## src/rtl/rect_blit_pkg.sv

```systemverilog
// Shared types for the rectangle fill/copy engine.
// Assumes: operation code is one bit; states are few enough for a 3-bit code.
package rect_blit_pkg;

    // Operation selected by cmd_op.
    typedef enum logic {
        OP_FILL = 1'b0,
        OP_COPY = 1'b1
    } blit_op_e;

    // Sequencer states.
    typedef enum logic [2:0] {
        ST_IDLE = 3'd0,  // waiting for a command
        ST_PAT  = 3'd1,  // fill: writing first row from colour pattern
        ST_RD   = 3'd2,  // issuing one byte read
        ST_WR   = 3'd3,  // writing the byte read in the previous cycle
        ST_FIN  = 3'd4   // completion pulse
    } blit_state_e;

endpackage

```

## src/rtl/rect_blit_addr.sv

```systemverilog
// Row address generator.
// Computes the pitch, the row length in bytes and the first source and
// destination row addresses when a command is loaded, then steps the row
// bases by one pitch per row. Copies with the destination below the source
// start at the last row and step backwards. For a fill the source base stays
// on the first destination row, so later rows replicate it.
// Assumes: ADDR_W wide enough for the whole framebuffer; h > 0 when rows run.
module rect_blit_addr
    import rect_blit_pkg::*;
#(
    parameter int ADDR_W  = 20,
    parameter int COORD_W = 10,
    parameter int RB_W    = COORD_W + 3
) (
    input  logic               clk,
    input  logic               rst_n,
    input  logic               load,
    input  logic               adv_row,
    input  logic               op,
    input  logic [2:0]         bpp,
    input  logic [COORD_W-1:0] scr_w,
    input  logic [COORD_W-1:0] sx,
    input  logic [COORD_W-1:0] sy,
    input  logic [COORD_W-1:0] dx,
    input  logic [COORD_W-1:0] dy,
    input  logic [COORD_W-1:0] w,
    input  logic [COORD_W-1:0] h,
    output logic [ADDR_W-1:0]  src_base,
    output logic [ADDR_W-1:0]  dst_base,
    output logic [RB_W-1:0]    row_bytes,
    output logic [2:0]         bpp_q
);

    logic [ADDR_W-1:0] pitch_c;
    logic [ADDR_W-1:0] src_top_c;
    logic [ADDR_W-1:0] dst_top_c;
    logic [ADDR_W-1:0] last_off_c;
    logic              rev_c;
    logic [ADDR_W-1:0] pitch_q;
    logic              rev_q;
    logic              fill_q;

    // Start-of-rectangle arithmetic for the incoming command.
    always_comb begin
        pitch_c    = ADDR_W'(bpp) * ADDR_W'(scr_w);
        src_top_c  = ADDR_W'(bpp) * ADDR_W'(sx) + pitch_c * ADDR_W'(sy);
        dst_top_c  = ADDR_W'(bpp) * ADDR_W'(dx) + pitch_c * ADDR_W'(dy);
        last_off_c = pitch_c * (ADDR_W'(h) - ADDR_W'(1));
        rev_c      = (op == OP_COPY) && (dy > sy);
    end

    // Load row bases on command accept, step them once per finished row.
    always_ff @(posedge clk) begin
        if (!rst_n) begin
            src_base  <= '0;
            dst_base  <= '0;
            pitch_q   <= '0;
            row_bytes <= '0;
            bpp_q     <= 3'd1;
            rev_q     <= 1'b0;
            fill_q    <= 1'b0;
        end else if (load) begin
            pitch_q   <= pitch_c;
            row_bytes <= RB_W'(bpp) * RB_W'(w);
            bpp_q     <= bpp;
            rev_q     <= rev_c;
            fill_q    <= (op == OP_FILL);
            if (op == OP_FILL) begin
                src_base <= dst_top_c;
                dst_base <= dst_top_c;
            end else if (rev_c) begin
                src_base <= src_top_c + last_off_c;
                dst_base <= dst_top_c + last_off_c;
            end else begin
                src_base <= src_top_c;
                dst_base <= dst_top_c;
            end
        end else if (adv_row) begin
            if (fill_q) begin
                dst_base <= dst_base + pitch_q;
            end else if (rev_q) begin
                src_base <= src_base - pitch_q;
                dst_base <= dst_base - pitch_q;
            end else begin
                src_base <= src_base + pitch_q;
                dst_base <= dst_base + pitch_q;
            end
        end
    end

endmodule

```

## src/rtl/rect_blit_pattern.sv

```systemverilog
// Colour byte replicator.
// Selects the colour byte for the current pixel-byte phase (least
// significant byte first) and gives the phase that follows, wrapping after
// bpp bytes. Purely combinational.
// Assumes: bpp in 1..4, phase < bpp.
module rect_blit_pattern (
    input  logic [31:0] colour,
    input  logic [2:0]  bpp,
    input  logic [1:0]  phase,
    output logic [7:0]  pat_byte,
    output logic [1:0]  next_phase
);

    // Byte select and phase wrap.
    always_comb begin
        pat_byte = colour[8*phase +: 8];
        if ({1'b0, phase} >= bpp - 3'd1) next_phase = 2'd0;
        else                             next_phase = phase + 2'd1;
    end

endmodule

```

## src/rtl/rect_blit_ctrl.sv

```systemverilog
// Operation sequencer.
// Accepts a command while idle, latches the colour, height and dirty record,
// then walks bytes and rows: a fill writes its first row from the pattern
// and copies it downward; a copy moves each byte with a read cycle followed
// by a write cycle. Ends with a one-cycle done pulse.
// Assumes: memory read data arrives one cycle after the read strobe;
// row_bytes and the row bases come from rect_blit_addr, loaded on accept.
module rect_blit_ctrl
    import rect_blit_pkg::*;
#(
    parameter int COORD_W = 10,
    parameter int RB_W    = COORD_W + 3
) (
    input  logic               clk,
    input  logic               rst_n,
    input  logic               cmd_valid,
    input  logic               cmd_op,
    input  logic [31:0]        cmd_colour,
    input  logic [COORD_W-1:0] cmd_dx,
    input  logic [COORD_W-1:0] cmd_dy,
    input  logic [COORD_W-1:0] cmd_w,
    input  logic [COORD_W-1:0] cmd_h,
    input  logic [RB_W-1:0]    row_bytes,
    input  logic [7:0]         pat_byte,
    input  logic [1:0]         next_phase,
    input  logic [7:0]         rd_data,
    output logic               cmd_ready,
    output logic               load,
    output logic               adv_row,
    output logic [RB_W-1:0]    byte_idx,
    output logic [1:0]         phase,
    output logic [31:0]        colour_q,
    output logic               rd_en,
    output logic               wr_en,
    output logic [7:0]         wr_data,
    output logic               done,
    output logic [COORD_W-1:0] dirty_x,
    output logic [COORD_W-1:0] dirty_y,
    output logic [COORD_W-1:0] dirty_w,
    output logic [COORD_W-1:0] dirty_h
);

    blit_state_e        state;
    logic [COORD_W-1:0] h_q;
    logic [COORD_W-1:0] row_idx;
    logic               last_byte;
    logic               last_row;

    // Row and byte end conditions.
    always_comb begin
        last_byte = (byte_idx == row_bytes - RB_W'(1));
        last_row  = (row_idx == h_q - COORD_W'(1));
    end

    // Strobes and data toward memory and the address generator.
    always_comb begin
        cmd_ready = (state == ST_IDLE);
        load      = (state == ST_IDLE) && cmd_valid;
        rd_en     = (state == ST_RD);
        wr_en     = (state == ST_PAT) || (state == ST_WR);
        wr_data   = (state == ST_PAT) ? pat_byte : rd_data;
        done      = (state == ST_FIN);
        adv_row   = ((state == ST_PAT) && last_byte) ||
                    ((state == ST_WR) && last_byte && !last_row);
    end

    // Sequencer: command capture, byte and row counting.
    always_ff @(posedge clk) begin
        if (!rst_n) begin
            state    <= ST_IDLE;
            h_q      <= '0;
            row_idx  <= '0;
            byte_idx <= '0;
            phase    <= 2'd0;
            colour_q <= '0;
            dirty_x  <= '0;
            dirty_y  <= '0;
            dirty_w  <= '0;
            dirty_h  <= '0;
        end else begin
            case (state)
                ST_IDLE: begin
                    if (cmd_valid) begin
                        h_q      <= cmd_h;
                        colour_q <= cmd_colour;
                        dirty_x  <= cmd_dx;
                        dirty_y  <= cmd_dy;
                        dirty_w  <= cmd_w;
                        dirty_h  <= cmd_h;
                        row_idx  <= '0;
                        byte_idx <= '0;
                        phase    <= 2'd0;
                        if ((cmd_h == '0) || (cmd_w == '0)) state <= ST_FIN;
                        else if (cmd_op == OP_FILL)          state <= ST_PAT;
                        else                                 state <= ST_RD;
                    end
                end
                ST_PAT: begin
                    if (last_byte) begin
                        byte_idx <= '0;
                        row_idx  <= COORD_W'(1);
                        state    <= (h_q == COORD_W'(1)) ? ST_FIN : ST_RD;
                    end else begin
                        byte_idx <= byte_idx + RB_W'(1);
                        phase    <= next_phase;
                    end
                end
                ST_RD: begin
                    state <= ST_WR;
                end
                ST_WR: begin
                    if (last_byte) begin
                        byte_idx <= '0;
                        if (last_row) begin
                            state <= ST_FIN;
                        end else begin
                            row_idx <= row_idx + COORD_W'(1);
                            state   <= ST_RD;
                        end
                    end else begin
                        byte_idx <= byte_idx + RB_W'(1);
                        state    <= ST_RD;
                    end
                end
                ST_FIN: begin
                    state <= ST_IDLE;
                end
                default: state <= ST_IDLE;
            endcase
        end
    end

endmodule

```

## src/rtl/rect_blit_engine.sv

```systemverilog
// Rectangle fill/copy engine top.
// Joins the sequencer, the row address generator and the colour byte
// replicator, and forms byte addresses as row base plus byte index.
// Assumes: synchronous byte memory with one-cycle read latency; cfg_bpp in
// 1..4; rectangles lie inside the framebuffer (no clipping here).
module rect_blit_engine
    import rect_blit_pkg::*;
#(
    parameter int ADDR_W  = 20,
    parameter int COORD_W = 10
) (
    input  logic               clk,
    input  logic               rst_n,
    input  logic [2:0]         cfg_bpp,
    input  logic [COORD_W-1:0] cfg_width,
    input  logic               cmd_valid,
    output logic               cmd_ready,
    input  logic               cmd_op,
    input  logic [31:0]        cmd_colour,
    input  logic [COORD_W-1:0] cmd_sx,
    input  logic [COORD_W-1:0] cmd_sy,
    input  logic [COORD_W-1:0] cmd_dx,
    input  logic [COORD_W-1:0] cmd_dy,
    input  logic [COORD_W-1:0] cmd_w,
    input  logic [COORD_W-1:0] cmd_h,
    output logic               mem_rd_en,
    output logic [ADDR_W-1:0]  mem_rd_addr,
    input  logic [7:0]         mem_rd_data,
    output logic               mem_wr_en,
    output logic [ADDR_W-1:0]  mem_wr_addr,
    output logic [7:0]         mem_wr_data,
    output logic               done,
    output logic [COORD_W-1:0] dirty_x,
    output logic [COORD_W-1:0] dirty_y,
    output logic [COORD_W-1:0] dirty_w,
    output logic [COORD_W-1:0] dirty_h
);

    localparam int RB_W = COORD_W + 3;

    logic              load;
    logic              adv_row;
    logic [ADDR_W-1:0] src_base;
    logic [ADDR_W-1:0] dst_base;
    logic [RB_W-1:0]   row_bytes;
    logic [2:0]        bpp_q;
    logic [RB_W-1:0]   byte_idx;
    logic [1:0]        phase;
    logic [1:0]        next_phase;
    logic [31:0]       colour_q;
    logic [7:0]        pat_byte;

    rect_blit_addr #(
        .ADDR_W  (ADDR_W),
        .COORD_W (COORD_W),
        .RB_W    (RB_W)
    ) u_addr (
        .clk       (clk),
        .rst_n     (rst_n),
        .load      (load),
        .adv_row   (adv_row),
        .op        (cmd_op),
        .bpp       (cfg_bpp),
        .scr_w     (cfg_width),
        .sx        (cmd_sx),
        .sy        (cmd_sy),
        .dx        (cmd_dx),
        .dy        (cmd_dy),
        .w         (cmd_w),
        .h         (cmd_h),
        .src_base  (src_base),
        .dst_base  (dst_base),
        .row_bytes (row_bytes),
        .bpp_q     (bpp_q)
    );

    rect_blit_pattern u_pat (
        .colour     (colour_q),
        .bpp        (bpp_q),
        .phase      (phase),
        .pat_byte   (pat_byte),
        .next_phase (next_phase)
    );

    rect_blit_ctrl #(
        .COORD_W (COORD_W),
        .RB_W    (RB_W)
    ) u_ctrl (
        .clk        (clk),
        .rst_n      (rst_n),
        .cmd_valid  (cmd_valid),
        .cmd_op     (cmd_op),
        .cmd_colour (cmd_colour),
        .cmd_dx     (cmd_dx),
        .cmd_dy     (cmd_dy),
        .cmd_w      (cmd_w),
        .cmd_h      (cmd_h),
        .row_bytes  (row_bytes),
        .pat_byte   (pat_byte),
        .next_phase (next_phase),
        .rd_data    (mem_rd_data),
        .cmd_ready  (cmd_ready),
        .load       (load),
        .adv_row    (adv_row),
        .byte_idx   (byte_idx),
        .phase      (phase),
        .colour_q   (colour_q),
        .rd_en      (mem_rd_en),
        .wr_en      (mem_wr_en),
        .wr_data    (mem_wr_data),
        .done       (done),
        .dirty_x    (dirty_x),
        .dirty_y    (dirty_y),
        .dirty_w    (dirty_w),
        .dirty_h    (dirty_h)
    );

    // Byte addresses: row base plus position in the row.
    always_comb begin
        mem_rd_addr = src_base + ADDR_W'(byte_idx);
        mem_wr_addr = dst_base + ADDR_W'(byte_idx);
    end

endmodule


```

## config.mk

```make
export PLATFORM = sky130hd
export DESIGN_NAME = rect_blit_engine
export DESIGN_NICKNAME = d
export VERILOG_FILES = /design/src/rtl/rect_blit_pkg.sv /design/src/rtl/rect_blit_addr.sv /design/src/rtl/rect_blit_pattern.sv /design/src/rtl/rect_blit_ctrl.sv /design/src/rtl/rect_blit_engine.sv
export SDC_FILE = /design/constraint.sdc
export NUM_CORES = 2
export LEC_CHECK = 0
export ABC_AREA = 1
export CORE_MARGIN = 2
export CORE_UTILIZATION = 55
export CTS_CLUSTER_DIAMETER = 150
export DETAILED_ROUTE_END_ITERATION = 7
export GPL_TIMING_DRIVEN = 1
export PLACE_DENSITY = 0.88
export SYNTH_ARGS = -nofsm -noshare
export SYNTH_HDL_FRONTEND = slang
export SYNTH_SLANG_ARGS = --single-unit
```

## constraint.sdc

```tcl
create_clock -name clk -period 10.5 [get_ports clk]
set_clock_uncertainty 0.2 [all_clocks]
set_input_delay 2.625 -clock clk [delete_from_list [all_inputs] [get_ports clk]]
set_output_delay 2.625 -clock clk [all_outputs]
set_load 0.01 [all_outputs]
```

## Word-level counts from Yosys, hierarchy flattened

Cells that the tools add are included.

- Memory bits (read-only): 0
- Logic and storage cells: 113
- Output and inout port bits: 92
- Bits of input ports: 117
- Memory bits (writable): 0
- Memories: 0
- Register bits after elaboration: 171
- Latch bits: 0

- Muxes and demuxes: 33
- Shifts and indexed selects: 1
- Magnitude comparators: 2
- Bitwise gates (word level): 1
- $add $sub $neg: 17
- Div/mod/pow operators: 0
- $mul: 7
- Reductions and logical operators: 23
- Eq/ne operators: 13

Operator list:

| cell | count |
|---|---|
| 20-bit 2-to-1 mux | 12 |
| 20-bit by 13-bit adder with 20-bit output | 4 |
| 3-bit by 10-bit multiplier with 13-bit output | 4 |
| 13-bit by 20-bit adder with 20-bit output | 2 |
| 20-bit adder | 2 |
| 13-bit by 10-bit multiplier with 20-bit output | 2 |
| 10-bit 2-to-1 mux | 4 |
| 20-bit by 13-bit subtractor with 20-bit output | 2 |
| 32-bit by 6-bit indexed part select with 8-bit output | 1 |
| 10-bit case mux with 3 select lines | 1 |
| 13-bit 2-to-1 mux | 2 |
| 13-bit case mux with 2 select lines | 1 |
| 10-bit zero test | 2 |
| 13-bit by 20-bit multiplier with 20-bit output | 1 |
| 3-bit 2-to-1 mux | 6 |
| 13-bit by 1-bit adder with 13-bit output (second input constant) | 1 |
| 13-bit equality test | 1 |
| 13-bit by 1-bit subtractor with 13-bit output (second input constant) | 1 |
| 3-bit case mux with 4 select lines | 1 |
| 10-bit by 1-bit subtractor with 11-bit output (second input constant) | 1 |
| 10-bit by 1-bit adder with 10-bit output (second input constant) | 1 |
| 10-bit by 1-bit equality test with 1-bit output (second input constant) | 1 |
| 10-bit equality test | 1 |
| 10-bit greater-than comparator | 1 |
| 23 further kinds | 42 |

## Logic depth before layout (Yosys ltp)

- Depth in word-level cells: 7
- Gate-level depth with buffers: 57
- Gate-level depth less buffers: 54

## Hierarchy

Synthesis repeated with hierarchy kept, for this count alone.

- Cell total of the unflattened synthesis: 4777
- Area, all modules: 31849.3 µm²

Modules (own cells, without submodules):

| module | cells each | instances | area each (µm²) | seq. area each (µm²) |
|---|---|---|---|---|
| rect_blit_addr | 3534 | 1 | 24333.3 | 1421.4 |
| rect_blit_ctrl | 805 | 1 | 5228.8 | 2001.9 |
| rect_blit_engine | 370 | 1 | 1926.8 | 0.0 |
| rect_blit_pattern | 68 | 1 | 360.3 | 0.0 |

## Worst setup path before layout

Ideal clock, no wire load.

- Path type: input -> register
- From: input cfg_bpp[2]
- To: register u_addr.dst_base[19]
- Stages: 50
- Data required time: 10.181 ns
- Arrival: 11.009 ns
- Buffers on the path: 3
- Path slack: -0.828 ns
- Library setup time: 0.119 ns
- Path through: clkbuf_1 clkbuf_1 nand2_1 inv_1 fa_1 ha_1 fa_1 a31oi_1 or2_2 nand2_1 inv_1 clkbuf_1 nand2_1 fa_1 fa_1 fa_1 inv_1 fa_1 [14 not listed] nand2_1 nand2_1 a21oi_1 or2_2 nand2_1 inv_1 ha_1 nand2_1 nor2_1 nand2_1 o311ai_0 nand4_1 nand2_1 nand2_1 nand3_1 nand2_1 nand3_1 a21oi_1

- Cells in the longest elaborated chain, start to end: 7
- Elaborated cells between the ends (all ways): 9
- Those cells by class: 2 x add/sub; 4 x mul; 3 x mux

Ends and longest elaborated chain:

| element | line | RTL |
|---|---|---|
| start, declared | rect_blit_engine.sv:14 | `input logic [2:0] cfg_bpp,` |
| 3-bit by 10-bit multiplier with 13-bit output | rect_blit_addr.sv:45 | `pitch_c = ADDR_W'(bpp) * ADDR_W'(scr_w);` |
| 13-bit by 10-bit multiplier with 20-bit output | rect_blit_addr.sv:47 | `dst_top_c = ADDR_W'(bpp) * ADDR_W'(dx) + pitch_c * ADDR_W'(dy);` |
| 13-bit by 20-bit adder with 20-bit output | rect_blit_addr.sv:47 |  |
| 20-bit adder | rect_blit_addr.sv:73 | `dst_base <= dst_top_c + last_off_c;` |
| 20-bit 2-to-1 mux | rect_blit_addr.sv:71 | `end else if (rev_c) begin` |
| 20-bit 2-to-1 mux * | rect_blit_addr.sv:68 | `if (op == OP_FILL) begin` |
| 20-bit 2-to-1 mux * | rect_blit_addr.sv:62 | `end else if (load) begin` |
| end signal, assigned | rect_blit_addr.sv:70 | `dst_base <= dst_top_c;` |
| end signal, assigned | rect_blit_addr.sv:73 |  |
| end signal, assigned | rect_blit_addr.sv:76 | `dst_base <= dst_top_c;` |
| end, declared | rect_blit_addr.sv:29 | `output logic [ADDR_W-1:0] dst_base,` |

Mark *: on every way between the ends. The rest lies on a longest branch, timed or not.
A chain may end at the register's enable or synchronous reset.

## Worst setup path in the final report

- From: input cfg_width[9]
- To: register u_addr.dst_base[18]

- Cells in the longest elaborated chain, start to end: 7
- Elaborated cells between the ends (all ways): 8
- Those cells by class: 2 x add/sub; 3 x mul; 3 x mux

Ends and longest elaborated chain:

| element | line | RTL |
|---|---|---|
| start, declared | rect_blit_engine.sv:15 | `input logic [COORD_W-1:0] cfg_width,` |
| 3-bit by 10-bit multiplier with 13-bit output * | rect_blit_addr.sv:45 |  |
| 13-bit by 10-bit multiplier with 20-bit output | rect_blit_addr.sv:47 |  |
| 13-bit by 20-bit adder with 20-bit output | rect_blit_addr.sv:47 |  |
| 20-bit adder | rect_blit_addr.sv:73 |  |
| 20-bit 2-to-1 mux | rect_blit_addr.sv:71 |  |
| 20-bit 2-to-1 mux * | rect_blit_addr.sv:68 |  |
| 20-bit 2-to-1 mux * | rect_blit_addr.sv:62 |  |

Marks and branches as above.

==> results.tsv <==
metric	value	unit
status	complete, but fails checks	
failing checks	design-rule violations, negative setup slack	
WL/cell	19.10	um
HPWL Detailed	82.79	mm
RR Startpoint	u_ctrl.state[0]	
full die area	57460	um2
DRC	1	
htree depth	4	
Port Buffers	208	
clk_lat worst skew	0.48	ns
asr flop ratio synth	0	%
DIE WIDTH	239.7	um
critical path launch point	cfg_width[9]	
Longest Clk Path Bufs	2	
Syn Inst Count	4379	
RSZ-0062 raised after global routing	true	
minimum clock period	10.62	ns
Slew Limit Headroom	36.43	%
Mapped Nets	5161	
worst hold-check path type	reg -> reg	
post-synthesis sequential area ratio	11.20	%
final worst slack	-0.1240	ns
fraction of final layout cells sized beyond drive strength 1	14.04	%
commonest cells after routing, fill and taps aside	inv_1 (902), nand2_1 (835), buf_4 (396)	
number of synthesized register bits	171	
Die Span Y	239.7	um
Initial Utilization	55.57	%
CP arrival	10.82	ns
Slew Limit Fails	0	
vias in the first global route	31190	
CTS sink count	171	
via count	32240	
pin count of the biggest net entering global routing	100	
Fillers	4115	
root buffer cell	clkbuf_16	
Max Freq	94.13	MHz
Final GP Congestion	1.039	
post-route ant nets	0	
Hold Path Origin	u_ctrl.colour_q[19]	
Final Hold Viols	0	
Main synth FF type	dfxtp_1	
number of synthesized flops with an enable pin	0	
pin slew with the least headroom to its limit	0.9536	ns
core region area	54990	um2
Layout area overhead	24.31	%
Worst-path clk slew	0.07	ns
number of iterations in the first detailed-routing pass	8	
crit path max fanout	10	
number of hold buffers added after CTS	0	
CP max-delay cell	fa_1	
row count	86	
Crit path top cell by count	inv_1	
Setup CP Type	in -> reg	
Yosys warning total	0	
CTS tree	built	
Setup-failing EPs final	4	
DRT Wirelength	107.7	mm
antenna violations before repair	3	
most common cell after layout, fill and taps aside	inv_1	
mapped cell area	30560	um2
Final period util	101.2	%
Crit path largest cell delay	0.54	ns
max cap viols	0	
crit end category	flip-flop	
Via density	5.715	
Congestion Overflow GR	0	
CP required	10.70	ns
Post-layout nets	5662	
critical path startpoint category	input pin	
first-pass GRT wire length	161.4	mm
CTS Buf Count	17	
Yosys cell types	62	
starting DRC count in detailed routing	3352	
Hold WS	0.2602	ns
Syn Area/Cell	6.978	um2
boundary pin count	209	
Overall Global Routing Usage	35.86	%
[kinds of logic after synthesis]
| logic type | after synthesis | share of synthesized area (%) |
|---|---|---|
| simple gates | 1496 | 20.00 |
| buf+inv | 1089 | 13.48 |
| compound gates | 780 | 13.91 |
| fa+ha+maj | 665 | 36.30 |
| xor+xnor | 178 | 5.102 |
| flops | 171 | 11.20 |
[through the flow]
stage          setup TNS, ns  setup slack, ns  std cells  area, um2  utilization (%)
2_1_floorplan              0         0.001338       4379      30710                -
3_3_place_gp          -7.369          -0.5665       5563      35900            65.28
3_5_place_dp          -12.19          -0.8765       5563      35900            65.28
4_1_cts                    0         0.003317       5613      37000            67.29
5_1_grt               -2.576          -0.4501       5642      37990            69.08
6_report             -0.3026          -0.1240       5642      37990            69.08
[critical path, delay by kind of cell]
| family | cells | cell delay, ns |
|---|---|---|
| AO/OA/AOI/OAI | 5 | 0.91 |
| adder cells (fa/ha/maj) | 9 | 3.83 |
| buffers and inverters | 12 | 1.55 |
| AND/OR/NAND/NOR | 14 | 1.89 |
[final timing paths]
kind / endpoint / slack, ns / cells past startpoint
worst max-delay path: u_addr.dst_base[18] / -0.12 / 40
worst min register to register: u_ctrl.colour_q[19] / 0.26 / 2
worst max register to register: u_addr.src_base[18] / 5.73 / 14
worst min-delay path: u_ctrl.colour_q[19] / 0.26 / 2
[what timing repair did]
item	4_1_cts	5_1_grt
pin swaps	36	114
hold endpoints to repair	0	0
buffers inserted	18	28
resized for setup	77	193
setup endpoints to repair	14	20
[cell type report]
cell class,instances,area [um2],area share (%)
inverters,948,3591,9.454
repair buffers,623,5356,14.10
multi-input cells,3119,24060,63.34
clock buffers,17,425.4,1.120
diodes,1,2.502,0.006588
clock inverters,15,191.4,0.5040
flip-flops and latches,171,3423,9.012
well taps,748,935.9,2.464
[synthesized netlist by cell type, types with 53 or more instances]
cell      number  area share [%]
a21oi_1      348             5.7
clkbuf_1     121             1.5
dfxtp_1      171              11
fa_1         369              24
ha_1         296              12
inv_1        926              11
nand2_1      881              11
nand3_1      134             2.2
nor2_1       357             4.4
o21ai_0      291             4.8
xnor2_1       53             1.5
xor2_1       125             3.6
[metal layers]
metal	share of wire (%)	up-vias	routed length (um)	track usage, %
li1	-	14640	-	-
met1	36	14990	38380	42.73
met3	10	594	10980	6.546
met4	8.3	2	8919	24.17
met2	46	2016	49450	59.07
met5	0.011	-	12	0
[state kept, by name, indices dropped and copies added, names as in the netlist]
| register | cells |
|---|---|
| u_addr.src_base | 20 |
| u_addr.row_bytes | 13 |
| u_ctrl.h_q | 10 |
| u_ctrl.colour_q | 32 |
| u_ctrl.state | 3 |
| u_ctrl.dirty_y | 10 |
| u_ctrl.dirty_w | 10 |
| u_addr.pitch_q | 13 |
| u_addr.rev_q | 1 |
| u_ctrl.phase | 2 |
| u_ctrl.row_idx | 10 |
| u_addr.fill_q | 1 |
| u_addr.dst_base | 20 |
| u_addr.bpp_q | 3 |
| u_ctrl.dirty_x | 10 |
| u_ctrl.byte_idx | 13 |
Power is not shown: default switching activity piles up to over one toggle a cycle in this logic, so the estimate is an artifact.
